==> config.mk <==
export PLATFORM = sky130hd
export DESIGN_NAME = idxbank_top
export DESIGN_NICKNAME = d
export VERILOG_FILES = /design/src/rtl/idxbank_pkg.sv /design/src/rtl/idxbank_port_dec.sv /design/src/rtl/idxbank_ctr.sv /design/src/rtl/idxbank_regs.sv /design/src/rtl/idxbank_top.sv
export SDC_FILE = /design/constraint.sdc
export NUM_CORES = 1
export LEC_CHECK = 0
export BUFFER_PORTS_ARGS = -buffer_cell sky130_fd_sc_hd__buf_2
export CAP_MARGIN = 10
export CORE_ASPECT_RATIO = 1.75
export CORE_MARGIN = 4
export CORE_UTILIZATION = 63
export CTS_CLUSTER_SIZE = 12
export DETAILED_ROUTE_END_ITERATION = 16
export MAX_ROUTING_LAYER = met4
export PLACE_DENSITY_LB_ADDON = 0.1
export SYNTH_ARGS = -nofsm -noshare
export SYNTH_HDL_FRONTEND = slang
export SYNTH_SLANG_ARGS = --single-unit
==> constraint.sdc <==
create_clock -name clk -period 4.69 [get_ports clk]
set_input_delay 0.2345 -clock clk [delete_from_list [all_inputs] [get_ports clk]]
set_output_delay 0.2345 -clock clk [all_outputs]
set_load 0.01 [all_outputs]
==> src/rtl/idxbank_pkg.sv <==
package idxbank_pkg;

    localparam int BYTE_W   = 8;
    localparam int ADDR_W   = 4;
    localparam int NUM_CH   = 2;
    localparam int CH_SEL_B = 3;

    localparam logic [2:0] OFF_INDEX = 3'd1;
    localparam logic [2:0] OFF_DATA  = 3'd3;

    localparam logic [7:0] IX_CTRL  = 8'h01;
    localparam logic [7:0] IX_FBDIV = 8'h02;
    localparam logic [7:0] IX_REFDV = 8'h03;
    localparam logic [7:0] IX_CABLE = 8'h0B;
    localparam logic [7:0] IX_SLLO  = 8'h20;
    localparam logic [7:0] IX_SLHI  = 8'h21;

    localparam int TST_BIT   = 6;
    localparam int CABLE_BIT = 2;

    typedef enum logic {
        RUN_HALT  = 1'b0,
        RUN_COUNT = 1'b1
    } run_state_t;

endpackage

==> src/rtl/idxbank_port_dec.sv <==
module idxbank_port_dec
    import idxbank_pkg::*;
(
    input  logic              clk,
    input  logic              rst_n,
    input  logic [ADDR_W-1:0] bus_addr,
    input  logic              bus_wr,
    input  logic              bus_rd,
    input  logic [BYTE_W-1:0] bus_wdata,
    output logic              sel_ch,
    output logic [BYTE_W-1:0] sel_idx,
    output logic              data_wr,
    output logic              data_rd
);

    logic [2:0]        offset;
    logic              hit_index;
    logic              hit_data;
    logic [BYTE_W-1:0] idx_q [NUM_CH];

    always_comb begin
        sel_ch    = bus_addr[CH_SEL_B];
        offset    = bus_addr[2:0];
        hit_index = (offset == OFF_INDEX);
        hit_data  = (offset == OFF_DATA);
        data_wr   = bus_wr && hit_data;
        data_rd   = bus_rd && hit_data;
        sel_idx   = idx_q[sel_ch];
    end

    for (genvar c = 0; c < NUM_CH; c++) begin : g_index
        always_ff @(posedge clk) begin
            if (!rst_n) begin
                idx_q[c] <= '0;
            end else if (bus_wr && hit_index && (sel_ch == c[0])) begin
                idx_q[c] <= bus_wdata;
            end
        end
    end

endmodule

==> src/rtl/idxbank_ctr.sv <==
module idxbank_ctr
    import idxbank_pkg::*;
#(
    parameter int HALF_W = 15
) (
    input  logic                           clk,
    input  logic                           rst_n,
    input  logic                           tst_en,
    output logic                           running,
    output logic [NUM_CH-1:0][HALF_W-1:0]  halves
);

    run_state_t state_q;
    run_state_t state_d;
    logic [NUM_CH:0] borrow;

    always_ff @(posedge clk) begin
        if (!rst_n) begin
            state_q <= RUN_HALT;
        end else begin
            state_q <= state_d;
        end
    end

    always_comb begin
        state_d = state_q;
        unique case (state_q)
            RUN_HALT:  if (tst_en)  state_d = RUN_COUNT;
            RUN_COUNT: if (!tst_en) state_d = RUN_HALT;
            default:   state_d = RUN_HALT;
        endcase
    end

    always_comb begin
        running   = (state_q == RUN_COUNT);
        borrow[0] = running;
    end

    for (genvar h = 0; h < NUM_CH; h++) begin : g_half
        always_comb begin
            borrow[h+1] = borrow[h] && (halves[h] == '0);
        end
        always_ff @(posedge clk) begin
            if (!rst_n) begin
                halves[h] <= '1;
            end else if (borrow[h]) begin
                halves[h] <= halves[h] - 1'b1;
            end
        end
    end

endmodule

==> src/rtl/idxbank_regs.sv <==
module idxbank_regs
    import idxbank_pkg::*;
#(
    parameter int HALF_W = 15
) (
    input  logic                          clk,
    input  logic                          rst_n,
    input  logic                          sel_ch,
    input  logic [BYTE_W-1:0]             sel_idx,
    input  logic                          data_wr,
    input  logic [BYTE_W-1:0]             wdata,
    input  logic [NUM_CH-1:0][HALF_W-1:0] halves,
    input  logic                          cable_40w,
    output logic [BYTE_W-1:0]             rd_val,
    output logic                          tst_en,
    output logic [BYTE_W-1:0]             pll_f,
    output logic [BYTE_W-1:0]             pll_r
);

    localparam int HI_W = HALF_W - BYTE_W;

    logic [BYTE_W-1:0] ctrl_q;
    logic [HALF_W-1:0] half_sel;

    always_ff @(posedge clk) begin
        if (!rst_n) begin
            ctrl_q <= '0;
            pll_f  <= '0;
            pll_r  <= '0;
        end else if (data_wr) begin
            if (!sel_ch && sel_idx == IX_CTRL)  ctrl_q <= wdata;
            if (sel_ch && sel_idx == IX_FBDIV)  pll_f  <= wdata;
            if (sel_ch && sel_idx == IX_REFDV)  pll_r  <= wdata;
        end
    end

    always_comb begin
        tst_en   = ctrl_q[TST_BIT];
        half_sel = halves[sel_ch];
        rd_val   = '0;
        if (sel_idx == IX_SLLO) begin
            rd_val = half_sel[BYTE_W-1:0];
        end else if (sel_idx == IX_SLHI) begin
            rd_val = BYTE_W'(half_sel[HALF_W-1:BYTE_W]);
        end else if (sel_idx == IX_CABLE) begin
            rd_val[CABLE_BIT] = cable_40w;
        end else if (!sel_ch && sel_idx == IX_CTRL) begin
            rd_val = ctrl_q;
        end else if (sel_ch && sel_idx == IX_FBDIV) begin
            rd_val = pll_f;
        end else if (sel_ch && sel_idx == IX_REFDV) begin
            rd_val = pll_r;
        end
    end

    initial begin
        if (HI_W < 1 || HI_W > BYTE_W) $error("HALF_W out of range");
    end

endmodule

==> src/rtl/idxbank_top.sv <==
module idxbank_top
    import idxbank_pkg::*;
#(
    parameter int HALF_W = 15
) (
    input  logic              clk,
    input  logic              rst_n,
    input  logic [ADDR_W-1:0] bus_addr,
    input  logic              bus_wr,
    input  logic              bus_rd,
    input  logic [BYTE_W-1:0] bus_wdata,
    output logic [BYTE_W-1:0] bus_rdata,
    input  logic              cable_40w,
    output logic [BYTE_W-1:0] pll_f,
    output logic [BYTE_W-1:0] pll_r
);

    localparam int CNT_W = HALF_W * NUM_CH;

    logic                          sel_ch;
    logic [BYTE_W-1:0]             sel_idx;
    logic                          data_wr;
    logic                          data_rd;
    logic                          tst_en;
    logic                          running;
    logic [NUM_CH-1:0][HALF_W-1:0] halves;
    logic [BYTE_W-1:0]             rd_val;
    logic [CNT_W-1:0]              cnt_flat;

    idxbank_port_dec u_dec (
        .clk       (clk),
        .rst_n     (rst_n),
        .bus_addr  (bus_addr),
        .bus_wr    (bus_wr),
        .bus_rd    (bus_rd),
        .bus_wdata (bus_wdata),
        .sel_ch    (sel_ch),
        .sel_idx   (sel_idx),
        .data_wr   (data_wr),
        .data_rd   (data_rd)
    );

    idxbank_ctr #(.HALF_W(HALF_W)) u_ctr (
        .clk     (clk),
        .rst_n   (rst_n),
        .tst_en  (tst_en),
        .running (running),
        .halves  (halves)
    );

    idxbank_regs #(.HALF_W(HALF_W)) u_regs (
        .clk       (clk),
        .rst_n     (rst_n),
        .sel_ch    (sel_ch),
        .sel_idx   (sel_idx),
        .data_wr   (data_wr),
        .wdata     (bus_wdata),
        .halves    (halves),
        .cable_40w (cable_40w),
        .rd_val    (rd_val),
        .tst_en    (tst_en),
        .pll_f     (pll_f),
        .pll_r     (pll_r)
    );

    always_comb begin
        cnt_flat  = halves;
        bus_rdata = data_rd ? rd_val : '0;
    end

endmodule

* Yosys cells after proc, flatten, opt, wreduce, memory -nomap -nowiden
Memory sizes are Yosys's and may differ from the RTL's.
Cells that the tools add are included.
** Cells by class
- Add/sub/neg operators :: 2
- Bitwise gates (word level) :: 3
- Muxes and demuxes :: 21
- Magnitude comparators :: 1
- Reductions and logical operators :: 14
- Equal/unequal tests :: 8
** Operators by type and width (count)
- 8-bit 2-to-1 mux :: 8
- 15-bit 2-to-1 mux :: 2
- 15-bit by 1-bit subtractor with 15-bit output, second input constant :: 2
- 8-bit by 2-bit == test with 1-bit output, second input constant :: 2
- 8-bit by 6-bit == test with 1-bit output, second input constant :: 2
- 15-bit zero test :: 1
- 1-bit logical AND :: 9
- 1-bit 2-to-1 mux :: 9
- 8-bit by 1-bit == test with 1-bit output, second input constant :: 1
- 8-bit by 4-bit == test with 1-bit output, second input constant :: 1
- 2-bit AND reduction :: 3
- 5-bit 2-to-1 mux :: 1
- 3-bit by 1-bit == test with 1-bit output, second input constant :: 1
- 3-bit by 2-bit == test with 1-bit output, second input constant :: 1
- 1-bit by 2-bit less-than comparator with 1-bit output, second input constant :: 1
- 2-bit 2-to-1 mux :: 1
- 1-bit bitwise OR :: 2
- 1-bit zero test :: 1
- 1-bit inverter :: 1
** Word-level totals
- Memory bits (writable) :: 16
- Output and inout bits :: 24
- Memories :: 1
- Word-level logic and storage cells :: 56
- Bits of input ports :: 17
- Bits in registers :: 55
** Memories
- u_dec.idx_q :: depth 2, bits a word 8, rd ports 1, clocked after Yosys merged registers in 0, wr ports 2, line idxbank_port_dec.sv:19 : logic [BYTE_W-1:0] idx_q [NUM_CH];

* Longest topological paths before layout
An unclocked memory read counts as a cell.
- Word-level depth :: 10
- Mapped depth :: 9
- Mapped depth without buffers :: 6

* Modules after synthesis
Synthesis repeated with hierarchy kept, for this count alone.
** Unflattened totals
- Cells, all modules :: 398
- Area total of the unflattened synthesis :: 3801.1 sq um
** Modules (own cells, without submodules)
- idxbank_regs :: area an instance 1493.9 sq um, times used 1, cells an instance 176, seq. area each 480.5 sq um
- idxbank_ctr :: area an instance 1478.9 sq um, times used 1, cells an instance 161, seq. area each 620.6 sq um
- idxbank_port_dec :: area an instance 778.2 sq um, times used 1, cells an instance 53, seq. area each 480.5 sq um
- idxbank_top :: area an instance 50.0 sq um, times used 1, cells an instance 8, seq. area each 0.0 sq um

* Worst setup path after synthesis
Ideal clock, no wire load.
- Path kind :: reg-to-reg
- Start point :: register u_ctr.halves[15] in the netlist's numbering
- End point :: register u_ctr.halves[25] in the netlist's numbering
- Slack :: 2.732 ns
- Arrival :: 1.821 ns
- Path buffers :: 0
- Library setup time :: 0.136 ns
- Clock period less this slack :: 1.958 ns
- Data required time :: 4.554 ns
- Stages on the path, launching flop included :: 7
- Path through :: dfxtp_1 inv_1 ha_1 or2b_2 nor4_1 and4_1 o21ai_0
** On the way
- Word-level cells in the longest chain between the ends :: 1
** Ends and longest elaborated chain
- start: declaration :: line idxbank_ctr.sv:10 : output logic [NUM_CH-1:0][HALF_W-1:0] halves
- start signal: indexed assignment :: line idxbank_ctr.sv:47 : halves[h] <= halves[h] - 1'b1;
- 15-bit by 1-bit subtractor with 15-bit output :: line idxbank_ctr.sv:47
Every way passes these cells.
A chain may end at the register's enable or synchronous reset.

* Final worst setup path
- Start point :: memory u_dec.idx_q[1][0]
- End point :: output bus_rdata[3]
** On the way
- Word-level cells in the longest chain between the ends :: 10
- Elaborated cells on any way between the ends :: 17
- Those cells by class :: eq/ne: 6; mux: 7; reduce/logical: 3; memory: 1
** Ends and longest elaborated chain
- start: declaration :: line idxbank_port_dec.sv:19
- memory read 2 x 8 bit (*)
- 8-bit by 2-bit == test with 1-bit output :: line idxbank_regs.sv:51 : end else if (sel_ch && sel_idx == IX_REFDV) begin
- 1-bit logical AND :: line idxbank_regs.sv:51
- 8-bit 2-to-1 mux :: line idxbank_regs.sv:51
- 8-bit 2-to-1 mux :: line idxbank_regs.sv:49 : end else if (sel_ch && sel_idx == IX_FBDIV) begin
- 8-bit 2-to-1 mux :: line idxbank_regs.sv:47 : end else if (!sel_ch && sel_idx == IX_CTRL) begin
- 5-bit 2-to-1 mux :: line idxbank_regs.sv:45 : end else if (sel_idx == IX_CABLE) begin
- 8-bit 2-to-1 mux :: line idxbank_regs.sv:43 : end else if (sel_idx == IX_SLHI) begin
- 8-bit 2-to-1 mux (*) :: line idxbank_regs.sv:41 : if (sel_idx == IX_SLLO) begin
- 8-bit 2-to-1 mux (*) :: line idxbank_top.sv:68 : bus_rdata = data_rd ? rd_val : '0;
- end: declaration :: line idxbank_top.sv:12 : output logic [BYTE_W-1:0] bus_rdata,
Every way passes the cells marked *; elsewhere a longest branch is shown, timed or not.

==> metrics.txt <==
# TYPE chip_impl_metric gauge
chip_impl_metric{name="timing.final.crit_period",unit="ps"} 2960
chip_impl_metric{name="post_drt_wl_per_cell",unit="µm"} 17.9
chip_impl_metric{name="core.rowCount",unit=""} 36
chip_impl_metric{name="initial_utilization",unit="%"} 65.7
chip_impl_metric{name="drtAntennaViolNets",unit=""} 0
chip_impl_metric{name="die_w",unit="µm"} 66.2
chip_impl_metric{name="achievable-frequency",unit="MHz"} 338
chip_impl_info{name="crit_path_start_kind",value="register"} 1
chip_impl_metric{name="clkLatencyLatePin",unit="ps"} 350
chip_impl_metric{name="preCtsSetupSlack",unit="ps"} 1660
chip_impl_info{name="grt_setup_unrepaired",value="false"} 1
chip_impl_info{name="run_status",value="finished clean"} 1
chip_impl_metric{name="postCtsSetupRepairBufs",unit=""} 0
chip_impl_metric{name="timing.setup.tns",unit="ps"} 0
chip_impl_info{name="cts_tree",value="yes"} 1
chip_impl_metric{name="hold_viol",unit=""} 0
chip_impl_metric{name="postPlaceCellArea",unit="µm²"} 3930
chip_impl_metric{name="die_height",unit="µm"} 110
chip_impl_metric{name="vias_per_cell",unit=""} 6.23
chip_impl_metric{name="overall_via_count_from_detail_route",unit=""} 3195
chip_impl_metric{name="final_min_period_over_clock_period",unit="%"} 63.1
chip_impl_metric{name="p_total",unit="µW"} 1160
chip_impl_metric{name="synthArstFlopShare",unit="%"} 0
chip_impl_metric{name="numCtsBuffers",unit=""} 9
chip_impl_metric{name="post-route-drc-count",unit=""} 0
chip_impl_metric{name="design.core.area",unit="µm²"} 5680
chip_impl_info{name="min_path_type",value="input port to register"} 1
chip_impl_metric{name="globalRoute.totalOverflow",unit=""} 0
chip_impl_metric{name="power_density_of_the_placed_cells",unit="nW/µm²"} 282
chip_impl_metric{name="pin_count_of_the_biggest_net_entering_global_routing",unit=""} 59
chip_impl_metric{name="power.static_leakage",unit="µW"} 0.00162
chip_impl_info{name="most-common-layout-cells",value="dfxtp_1, nand2_1, buf_2"} 1
chip_impl_metric{name="i_o_pins",unit=""} 41
chip_impl_metric{name="first_iter_violations",unit=""} 284
chip_impl_metric{name="synthToLayoutAreaGrowth",unit="%"} 10.2
chip_impl_metric{name="slack_of_the_worst_reg_to_reg_path",unit="ps"} 2060
chip_impl_metric{name="worst_slew_margin_rel",unit="%"} 25.7
chip_impl_metric{name="arrival",unit="ps"} 2720
chip_impl_info{name="root_buffer",value="clkbuf_8"} 1
chip_impl_metric{name="final_area",unit="µm²"} 4110
chip_impl_metric{name="max_slew_violation_total_from_the_final_report",unit=""} 0
chip_impl_info{name="final_common_cell",value="dfxtp_1"} 1
chip_impl_metric{name="ctsHoldBuffers",unit=""} 0
chip_impl_metric{name="grt_antenna_before_repair",unit=""} 0
chip_impl_metric{name="grt_pass1_vias",unit=""} 3202
chip_impl_metric{name="groute.usage.overall",unit="%"} 28.9
chip_impl_metric{name="synth-edff-count",unit=""} 16
chip_impl_metric{name="utilization",unit="%"} 72.4
chip_impl_metric{name="design.final.nets",unit=""} 451
chip_impl_metric{name="route.final.wire_length",unit="mm"} 9.17
chip_impl_metric{name="cts.sinks",unit=""} 71
chip_impl_metric{name="place_hpwl",unit="mm"} 6.71
chip_impl_info{name="synth-main-ff-cell",value="dfxtp_1"} 1
chip_impl_metric{name="finalWorstSetupSlack",unit="ps"} 1730
chip_impl_metric{name="drt_pass1_iterations",unit=""} 5
chip_impl_info{name="critical_path_type",value="register to primary output"} 1
chip_impl_metric{name="worst_slew_pin_slew",unit="ps"} 1110
chip_impl_metric{name="cap_violations",unit=""} 0
chip_impl_metric{name="cts-htree-levels",unit=""} 3
chip_impl_metric{name="timing.critical_path.fanout_max",unit=""} 12
chip_impl_metric{name="yosys_register_bits",unit=""} 71
chip_impl_metric{name="worst_setup_hold_path_clk_slew",unit="ps"} 70
chip_impl_metric{name="cts_max_path_buffers",unit=""} 2
chip_impl_metric{name="finalWeightedCongestion",unit=""} 0.868
chip_impl_metric{name="seq_area_frac_synth",unit="%"} 42.4
chip_impl_metric{name="synthCells",unit=""} 402
chip_impl_metric{name="syn_avg_cell_area",unit="µm²"} 9.28
chip_impl_metric{name="ctsResizeCount",unit=""} 0
chip_impl_metric{name="synth_nets",unit=""} 421
chip_impl_metric{name="worst-endpoint-required",unit="ps"} 4460
chip_impl_metric{name="dieArea",unit="µm²"} 7260
chip_impl_metric{name="mappedNetlistArea",unit="µm²"} 3730
chip_impl_metric{name="diodes",unit=""} 0
chip_impl_metric{name="io_buffers",unit=""} 40
chip_impl_info{name="end_kind",value="primary output"} 1
chip_impl_metric{name="wire_length_of_the_first_global_routing_pass",unit="mm"} 15.3
chip_impl_metric{name="synth_cell_types",unit=""} 54
chip_impl_metric{name="fraction_of_final_layout_cells_sized_beyond_drive_strength_1",unit="%"} 19.0
chip_impl_metric{name="skew",unit="ps"} 5.20
chip_impl_metric{name="setup_violations",unit=""} 0
chip_impl_metric{name="power.ir.vdd_worst",unit="mV"} 0.254
chip_impl_metric{name="yosys_warnings",unit=""} 0
==> critical path, cell delays in order, from the launching register on <==
cell      delay, ps
edfxtp_1        670
mux2i_1         810
nand3_1         350
o221a_2         390
buf_2           140
==> cell families (layout without fill, tap and decap cells) <==
logic type / count (synthesis) / after routing / synth area share, %
flip-flops: 71 / 71 / 42.4
multiplexers: 40 / 40 / 11.0
adder cells (fa/ha/maj): 2 / 2 / 0.671
AO/OA/AOI/OAI: 68 / 68 / 12.1
buffers and inverters: 31 / 66 / 4.09
AND/OR/NAND/NOR: 181 / 181 / 27.5
XOR/XNOR: 9 / 9 / 2.11
==> state kept, by name (all words and copies together), names as in the netlist <==
register       count
u_ctr.halves      30
u_ctr.running      1
u_dec.idx_q       16
u_regs.ctrl_q      8
u_regs.pll_f       8
u_regs.pll_r       8
==> power by group <==
| group | internal, µW | switching, µW |
|---|---|---|
| sequential | 633 | 7.80 |
| clock | 240 | 217 |
| combinational | 18.3 | 41.3 |
==> Yosys cell counts (4+ instances only) <==
cell | n | share of area (%)
xnor2_1 | 5 | 1.2
o21ai_0 | 20 | 2.7
and4_1 | 12 | 2.8
clkbuf_1 | 12 | 1.2
nand2_1 | 44 | 4.4
mux2i_1 | 31 | 8.3
nor2b_1 | 9 | 1.5
nor2_1 | 20 | 2.0
nor4_1 | 10 | 1.7
nand3_1 | 23 | 3.1
buf_2 | 7 | 0.94
or4_1 | 6 | 1.2
o221a_2 | 5 | 1.5
nor3_1 | 11 | 1.5
or3_1 | 4 | 0.67
mux2_2 | 9 | 2.7
a31oi_1 | 12 | 2.0
and2_1 | 17 | 2.9
a211oi_1 | 6 | 1.2
or2_2 | 4 | 0.67
xor2_1 | 4 | 0.94
dfxtp_1 | 55 | 30
inv_1 | 5 | 0.50
a21oi_1 | 12 | 1.6
edfxtp_1 | 16 | 13
==> area by class of cell <==
class                           instances  area (µm²)
Multi-Input combinational cell        300        2000
Sequential cell                        71        1580
Fill cell                             471        1570
Timing Repair Buffer                   44         230
Clock buffer                           11         131
Tap cell                               76        95.1
Clock inverter                          5        48.8
Inverter                                6        22.5
==> worst paths after layout <==
path	start	endpoint	depth (start not counted)
max	u_dec.idx_q[1][0]	bus_rdata[3]	4
min	bus_wdata[4]	u_regs.ctrl_q[4]	3
max reg2reg	u_dec.idx_q[1][6]	u_regs.pll_f[3]	4
min reg2reg	u_regs.pll_r[5]	u_regs.pll_r[5]	2
==> per-stage QoR <==
stage / std cells / hold WS, ps
2_1_floorplan: 402 / 378
3_3_place_gp: 497 / 457
3_5_place_dp: 497 / 468
4_1_cts: 513 / 157
5_1_grt: 513 / 210
6_report: 513 / 167
==> per-layer routing <==
metal | GRT usage, % | part of all wire (%)
met1 | 29.9 | 37
met2 | 49.5 | 53
met3 | 4.09 | 4.1
met4 | 19.6 | 5.6
met5 | - | 0
(Power assumes the default switching activity.)
